<file path="config.mk">
export PLATFORM = sky130hd
export DESIGN_NAME = uart_csr_bank
export DESIGN_NICKNAME = d
export VERILOG_FILES = /design/src/rtl/uart_csr_bank.sv
export SDC_FILE = /design/constraint.sdc
export NUM_CORES = 1
export LEC_CHECK = 0
export ABC_AREA = 1
export BUFFER_PORTS_ARGS = -buffer_cell sky130_fd_sc_hd__buf_2
export CORE_MARGIN = 8
export CORE_UTILIZATION = 53
export CTS_CLUSTER_SIZE = 16
export DETAILED_ROUTE_END_ITERATION = 6
export GPL_TIMING_DRIVEN = 1
export PLACE_DENSITY = 0.79
export SLEW_MARGIN = 40
export SYNTH_ARGS = -nofsm -noshare
export SYNTH_HDL_FRONTEND = slang
export SYNTH_SLANG_ARGS = --single-unit
export TNS_END_PERCENT = 50
</file>
<file path="constraint.sdc">
create_clock -name clk -period 3.4 [get_ports clk]
set_input_delay 0.34 -clock clk [delete_from_list [all_inputs] [get_ports clk]]
set_output_delay 0.34 -clock clk [all_outputs]
set_load 0.01 [all_outputs]
</file>
<file path="src/rtl/uart_csr_bank.sv">
module uart_csr_bank #(
  parameter int DEPTH  = 32,
  parameter int ADDR_W = 6
) (
  input  logic              clk,
  input  logic              rst_n,
  input  logic              reg_we,
  input  logic              reg_re,
  input  logic [ADDR_W-1:0] reg_addr,
  input  logic [31:0]       reg_wdata,
  output logic [31:0]       reg_rdata,
  input  logic              tx_pop,
  output logic [7:0]        tx_byte,
  output logic              tx_ready,
  input  logic              rx_valid,
  input  logic [7:0]        rx_byte,
  output logic              tx_enable,
  output logic              rx_enable,
  output logic              irq_tx_watermark,
  output logic              irq_rx_watermark,
  output logic              irq_tx_empty,
  output logic              irq_rx_overflow
);
  localparam int LVL_W = $clog2(DEPTH + 1);
  localparam int PTR_W = (DEPTH > 1) ? $clog2(DEPTH) : 1;
  localparam int IDX_W = ADDR_W - 2;
  localparam logic [LVL_W-1:0] FULL_LVL = LVL_W'(DEPTH);

  logic [IDX_W-1:0] idx;
  logic [3:0]       istate, ienable, istate_d;
  logic [31:0]      ctrl;
  logic [7:0]       qctrl;
  logic [7:0]       rx_q;
  logic             rx_idle, rx_empty;
  logic [LVL_W-1:0] level, level_d;
  logic [PTR_W-1:0] wptr, rptr;
  logic [7:0]       mem [DEPTH];

  assign idx = reg_addr[ADDR_W-1:2];

  logic wr_ist, wr_ien, wr_itest, wr_ctrl, wr_data, wr_qctrl, rd_rx;
  assign wr_ist   = reg_we && idx == IDX_W'(0);
  assign wr_ien   = reg_we && idx == IDX_W'(1);
  assign wr_itest = reg_we && idx == IDX_W'(2);
  assign wr_ctrl  = reg_we && idx == IDX_W'(3);
  assign wr_data  = reg_we && idx == IDX_W'(6);
  assign wr_qctrl = reg_we && idx == IDX_W'(7);
  assign rd_rx    = reg_re && idx == IDX_W'(5) && ctrl[1];

  logic full, push_ok, pop_ok, qrst, rx_acc;
  assign full    = level == FULL_LVL;
  assign push_ok = wr_data && !full;
  assign qrst    = wr_qctrl && reg_wdata[1];
  assign pop_ok  = tx_pop && ctrl[0] && level != '0 && !qrst;
  assign rx_acc  = rx_valid && ctrl[1];

  logic [31:0] lvl_next32, tx_thr, rx_thr;
  assign level_d    = qrst ? '0 : level + LVL_W'(push_ok) - LVL_W'(pop_ok);
  assign lvl_next32 = 32'(level_d);
  assign tx_thr     = 32'(qctrl[7:5]);
  assign rx_thr     = 32'(qctrl[4:2]);

  always_comb begin
    istate_d = istate;
    if (wr_ist) istate_d = istate_d & ~reg_wdata[3:0];
    if (pop_ok && lvl_next32 < tx_thr) istate_d[0] = 1'b0;
    if (push_ok && lvl_next32 >= tx_thr) istate_d[0] = 1'b1;
    if (pop_ok && level_d == '0) istate_d[2] = 1'b1;
    if (rx_acc && 32'd1 > rx_thr) istate_d[1] = 1'b1;
    if (wr_itest) istate_d = istate_d | reg_wdata[3:0];
  end

  always_ff @(posedge clk or negedge rst_n) begin
    if (!rst_n) begin
      istate   <= '0;
      ienable  <= '0;
      ctrl     <= '0;
      qctrl    <= '0;
      rx_q     <= '0;
      rx_idle  <= 1'b1;
      rx_empty <= 1'b1;
      level    <= '0;
      wptr     <= '0;
      rptr     <= '0;
    end else begin
      istate <= istate_d;
      level  <= level_d;
      if (wr_ien)   ienable <= reg_wdata[3:0];
      if (wr_ctrl)  ctrl    <= reg_wdata;
      if (wr_qctrl) qctrl   <= reg_wdata[7:0];
      if (qrst) begin
        wptr <= '0;
        rptr <= '0;
      end else begin
        if (push_ok) wptr <= (wptr == PTR_W'(DEPTH - 1)) ? '0 : wptr + 1'b1;
        if (pop_ok)  rptr <= (rptr == PTR_W'(DEPTH - 1)) ? '0 : rptr + 1'b1;
      end
      if (rx_acc) begin
        rx_q     <= rx_byte;
        rx_idle  <= 1'b0;
        rx_empty <= 1'b0;
      end else if (rd_rx) begin
        rx_idle  <= 1'b1;
        rx_empty <= 1'b1;
      end
    end
  end

  always_ff @(posedge clk) begin
    if (push_ok) mem[wptr] <= reg_wdata[7:0];
  end

  logic [31:0] status;
  assign status = {26'd0, rx_empty, rx_idle, 1'b0, level == '0, 1'b0, full};

  always_comb begin
    reg_rdata = '0;
    if (reg_re) begin
      case (idx)
        IDX_W'(0): reg_rdata = {28'd0, istate};
        IDX_W'(1): reg_rdata = {28'd0, ienable};
        IDX_W'(3): reg_rdata = ctrl;
        IDX_W'(4): reg_rdata = status;
        IDX_W'(5): reg_rdata = {24'd0, rx_q};
        IDX_W'(7): reg_rdata = {24'd0, qctrl};
        IDX_W'(8): reg_rdata = 32'(level);
        default:   reg_rdata = '0;
      endcase
    end
  end

  assign tx_byte          = mem[rptr];
  assign tx_ready         = level != '0;
  assign tx_enable        = ctrl[0];
  assign rx_enable        = ctrl[1];
  assign irq_tx_watermark = istate[0] & ienable[0];
  assign irq_rx_watermark = istate[1] & ienable[1];
  assign irq_tx_empty     = istate[2] & ienable[2];
  assign irq_rx_overflow  = istate[3] & ienable[3];

  assert_level_bound_R4: assert property (@(posedge clk) disable iff (!rst_n)
    level <= FULL_LVL);

  assert_full_drop_R4: assert property (@(posedge clk) disable iff (!rst_n)
    (wr_data && full && !tx_pop) |=> level == FULL_LVL);

  assert_drain_irq_R7: assert property (@(posedge clk) disable iff (!rst_n)
    (tx_pop && ctrl[0] && !qrst && level == LVL_W'(1)) |=> istate[2]);

  assert_test_sets_R3: assert property (@(posedge clk) disable iff (!rst_n)
    wr_itest |=> ((istate & $past(reg_wdata[3:0])) == $past(reg_wdata[3:0])));

  assert_rx_flags_R9: assert property (@(posedge clk) disable iff (!rst_n)
    (rx_valid && ctrl[1]) |=> (!rx_idle && !rx_empty));

  assert_pop_gated_R12: assert property (@(posedge clk) disable iff (!rst_n)
    (!ctrl[0] && !reg_we) |=> $stable(level));
endmodule

</file>
# Word-level counts from Yosys, hierarchy flattened
# Memories as Yosys holds them, arrays and structs flattened.
# Index checks and enable logic that the tools add are counted.
# classes
n_addsub	4
n_lt_le_gt_ge	3
n_eq_ne	11
mux	19
n_bitwise	7
reduce_logical	27
# ops
cell	count
$pmux W32 S7	1
$mux W32	1
$mux W5	6
$logic_and A1 B1 Y1	18
$eq A4 B3 Y1 const B	4
$logic_not A6 Y1	2
$add A5 B1 Y5 const B	2
$eq A5 B5 Y1 const B	2
$eq A4 B2 Y1 const B	2
$mux W1	8
$mux W4	2
$add A6 B1 Y6	1
$eq A6 B6 Y1 const B	1
$ge A6 B3 Y1	1
$lt A6 B3 Y1	1
$mux W6	1
$reduce_bool A2 Y1	3
$reduce_bool A6 Y1	1
$sub A6 B1 Y6	1
$and A1 B1 Y1	4
$and A4 B4 Y4	1
$eq A4 B1 Y1 const B	1
$eq A4 B4 Y1 const B	1
$logic_not A4 Y1	1
4 further kinds	5
# word_totals
register_bits	73
ramBits	256
input_bits	52
out_inout_bits	47
elab_cells	81
memories	1
# mem_list
memory	depth	word_bits	rd	rd_ports_with_merged_regs	wr	line_no	rtl
mem	32	8	1	0	1	37	logic [7:0] mem [DEPTH];

# Longest topological paths before layout
# logic_depth
ltp_word	13
depth_mapped	23
depth_no_buf	23

# Worst setup path after synthesis
# OpenSTA, ideal clock, no wires.
# synth_path
path_type	flip-flop to flip-flop
startpoint	reg level[2]
endpoint	reg istate[0]
t_arrival_ns	3.155
t_required_ns	3.276
setup_slack_ns	0.121
stages_incl_launch_ff	22
path_buffers	0
cell_sequence	dfrtp_1 -> inv_1 -> ha_1 -> nand4_1 -> nand3_1 -> nor2_2 -> ha_1 -> inv_1 -> ha_1 -> inv_1 -> fa_1 -> inv_1 -> nand2_1 -> nand3_1 -> inv_1 -> ha_1 -> a21oi_1 -> o21ai_0 -> a21oi_1 -> nand4_1 -> nand2_1 -> nand3_1
# synth_via
word_cells_on_any_way	17
classes_between	add/sub: 2; order compare: 2; eq/ne: 1; mux: 4; bitwise: 1; reduce/logical: 7
# synth_lines
element	line_no	rtl
start, declared	35	logic [LVL_W-1:0] level, level_d;
start signal, assigned	87	level <= level_d;
$reduce_bool A6 Y1 (*)	-	
net tx_ready	14	output logic tx_ready,
$logic_and A1 B1 Y1 (*) (2 in series)	54	assign pop_ok = tx_pop && ctrl[0] && level != '0 && !qrst;
$sub A6 B1 Y6 (*)	58	assign level_d = qrst ? '0 : level + LVL_W'(push_ok) - LVL_W'(pop_ok);
$mux W6 (*)	58	
net level_d[2]	35	
$lt A6 B3 Y1	66	if (pop_ok && lvl_next32 < tx_thr) istate_d[0] = 1'b0;
$logic_and A1 B1 Y1	66	
$mux W1	66	
$mux W1 (*)	67	if (push_ok && lvl_next32 >= tx_thr) istate_d[0] = 1'b1;
$or A4 B4 Y4	70	if (wr_itest) istate_d = istate_d | reg_wdata[3:0];
$mux W4 (*)	70	
net istate_d[0]	30	logic [3:0] istate, ienable, istate_d;
end signal, assigned	86	istate <= istate_d;
end, declared	30	
# The timed path passes the listed nets; every way through them passes the cells marked *.
# A chain may end at the register's enable or synchronous reset.

# Final worst setup path
# layout_path
startpoint	reg level[3]
endpoint	reg istate[0]
# layout_via
elab_chain_cells	12
word_cells_on_any_way	17
classes_between	add/sub: 2; order compare: 2; eq/ne: 1; mux: 4; bitwise: 1; reduce/logical: 7
# layout_lines
element	line_no	rtl
$eq A6 B6 Y1	51	assign full = level == FULL_LVL;
$logic_not A1 Y1	52	assign push_ok = wr_data && !full;
$logic_and A1 B1 Y1	52	
$add A6 B1 Y6	58	
$sub A6 B1 Y6 (*)	58	
$mux W6 (*)	58	
net level_d[2]	35	
$lt A6 B3 Y1	66	
$logic_and A1 B1 Y1	66	
$mux W1	66	
$mux W1 (*)	67	
$or A4 B4 Y4	70	
$mux W4 (*)	70	
net istate_d[0]	30	
# Marks and branches as above.

==> flow_metrics.tcl <==
set metrics [dict create \
    clk_pin_slew_worst_paths_ns 0.06 \
    synthArstFlopShare 0.222 \
    diodes 0 \
    synth_ff_type "edfxtp_1" \
    synth_fa_ha_area_frac 0.0183 \
    synthSimpleGateAreaFrac 0.131 \
    synth_xor_area_frac 0.000620 \
    hp-class "in2reg" \
    io_buffer_count 96 \
    synth_top_cells_by_area "edfxtp_1 (54%), dfrtp_1 (13%), nand2_1 (7.3%), o21ai_0 (3.6%), a21oi_1 (2.9%)" \
    num_rows 59 \
    synth-warning-count 0 \
    regArea_um2 9520 \
    start_kind "flip-flop" \
    n_fill_cell 2023 \
    post-route-util 0.619 \
    grt_overflow 0 \
    critPathMaxFanout 3 \
    root_buffer "clkbuf_16" \
    grt_max_degree 74 \
    initial_core_util 0.540 \
    dp_hpwl_mm 21.3 \
    finClkSkew_ns 0.0274 \
    synthCells 1246 \
    pre_cts_ws_ns -0.0535 \
    synth-compound-area-share 0.0923 \
    synth_area_um2 14100 \
    synth-seq-area-share 0.674 \
    fin_crit_sh 0.970 \
    final_hold_viol_count 0 \
    fmax_mhz 303 \
    ios 99 \
    synth_commonest_cells "nand2_1 (275), edfxtp_1 (256), nor2_1 (105), o21ai_0 (101), a21oi_1 (82)" \
    multi_input_area_um2 4060 \
    required_ns 3.80 \
    post-synth-top-area-cell "edfxtp_1" \
    gp_congestion 0.911 \
    total_power_mw 12.1 \
    rsz0062_at_grt "no" \
    numClockSinks 329 \
    synth_seq_cells 329 \
    insertion_delay_ns 0.53 \
    p_leak_nw 6.48 \
    die-area_um2 32100 \
    cts_made_buffers 34 \
    cap_violations 0 \
    tns_ns 0 \
    antenna_found_initial 0 \
    drive_gt1_frac 0.154 \
    drtIter0Drc 948 \
    post-synth-top-area-fraction 0.545 \
    synth_edf_count 256 \
    grt_pass1_wl_mm 53.6 \
    fin_crit_ns 3.30 \
    track_usage 0.215 \
    slew_viol_final 0 \
    grt_pass1_vias 10062 \
    synth_top_family_by_area "simple AND/OR/NAND/NOR gates" \
    synth_area_per_cell_um2 11.3 \
    finalWorstSetupSlack_ns 0.103 \
    htree_levels 2 \
    synth_mux_area_frac 0.0418 \
    clockBufferDepth 3 \
    timing.final.setup_violations 0 \
    vias 9835 \
    area_growth_pct 14.7 \
    syn_nets 1318 \
    die_w_um 179 \
    drt-pass1-iter-count 6 \
    die_h_um 179 \
    routed_wl_mm 33.8 \
    drc 0 \
    yosysUniqueCellTypes 36 \
    ir_drop_mv 0.496 \
    nets 1432 \
    status "finished clean" \
    slew_headroom 0.447 \
    core_um2 26100 \
    worst_pin_slew_ns 0.827 \
    p_per_area_nw_per_um2 747 \
    hold_ws_ns 0.00632 \
    crit_type "reg2reg" \
    wire_per_inst_um 19.6 \
    synthMostInstantiatedCell "nand2_1" \
    vias_per_cell 5.72 \
    cts_tree "done" \
    ant_nets 0 \
    worstPathArrival_ns 3.70 \
    end_kind "flip-flop" \
]
through the flow:
stage / instances / cell area [µm²]
3_3_place_gp: 1652 / 15000
5_1_grt: 1720 / 16200
6_report: 1720 / 16200
2_1_floorplan: 1246 / 14100
4_1_cts: 1719 / 16200
3_5_place_dp: 1652 / 15000
cell families (layout without fill, tap and decap cells):
family,Yosys count,count (layout)
compound gates,239,239
xor+xnor,1,1
fa+ha+maj,20,20
buf+inv,145,284
flops,329,329
mux,56,56
simple gates,456,456
area by class of cell:
cell class / instances / area share
Sequential cell: 329 / 0.588
Multi-Input combinational cell: 772 / 0.251
Clock buffer: 44 / 0.0568
Timing Repair Buffer: 133 / 0.0499
Tap cell: 335 / 0.0259
Inverter: 90 / 0.0209
Clock inverter: 17 / 0.00773
flip-flops by register name, summed over array words and instances, names as in the netlist, named ones only:
name,cells
istate,3
wptr,5
rx_q,8
ienable,4
qctrl,8
rptr,5
level,6
rx_empty,1
ctrl,32
mem,256
worst paths after layout:
check                            from   endpoint  slack, ns  depth (start not counted)
setup / recovery             level[3]  istate[0]       0.10                         21
hold / removal             rx_byte[6]    rx_q[6]      0.006                          3
setup reg to reg             level[3]  istate[0]       0.10                         21
hold reg to reg               rx_q[1]    rx_q[1]       0.48                          2
max in group asynchronous       rst_n    rptr[0]       2.44                          2
min in group asynchronous       rst_n   ctrl[28]       0.40                          2
power by group:
| group | switching [mW] | internal, mW |
|---|---|---|
| clock network | 1.50 | 2.00 |
| logic | 2.38 | 1.26 |
| registers | 0.339 | 4.62 |
| total | 4.22 | 7.88 |
per-layer routing:
metal / wire (µm) / part of all wire / track usage
met5: 0 / 0 / 0
met4: 794 / 0.024 / 0.0715
met3: 2500 / 0.074 / 0.0425
met2: 16900 / 0.50 / 0.363
met1: 13600 / 0.40 / 0.276
what timing repair did:
item / 4_1_cts / 5_1_grt
gates cloned: 0 / 0
endpoints found under the setup margin: 1 / 1
endpoints found under the hold margin: 73 / 0
setup buffers: 4 / 1
pin swaps: 3 / 2
hold buffers: 2 / 0
gates resized for setup: 6 / 6
worst max-delay path, cell delays in order (launching register included):
cell     delay (ns)
dfrtp_1        0.39
inv_2          0.08
ha_2           0.18
nand4_1        0.15
nand3_2        0.13
nor2_2         0.05
ha_1           0.27
inv_1          0.10
ha_4           0.15
inv_1          0.06
fa_1           0.41
inv_1          0.09
nand2_1        0.07
nand3_2        0.09
inv_2          0.05
ha_4           0.22
a21oi_2        0.11
o21ai_1        0.10
a21oi_2        0.15
nand4_1        0.11
nand2_1        0.10
nand3_1        0.08
cell usage in the layout, fill, tap and decap left out, drive strengths merged:
cell type,synthesis,layout
o211ai,18,18
o221ai,1,1
a41oi,3,3
nor2,108,108
dfstp,1,1
mux2i,32,32
a221oi,2,2
a21oi,82,82
bufinv,0,1
nand2,278,278
xor2,1,1
mux2,24,24
or2,1,1
fa,1,1
a211oi,1,1
ha,19,19
nand4,5,5
nor3,4,4
o21ai,103,103
clkinv,4,20
dlygate4sd3,0,2
clkbuf,27,44
edfxtp,256,256
o22ai,28,28
inv,86,86
dfrtp,72,72
nand3,60,60
a31oi,1,1
buf,28,131
(Power assumes the default switching activity.)
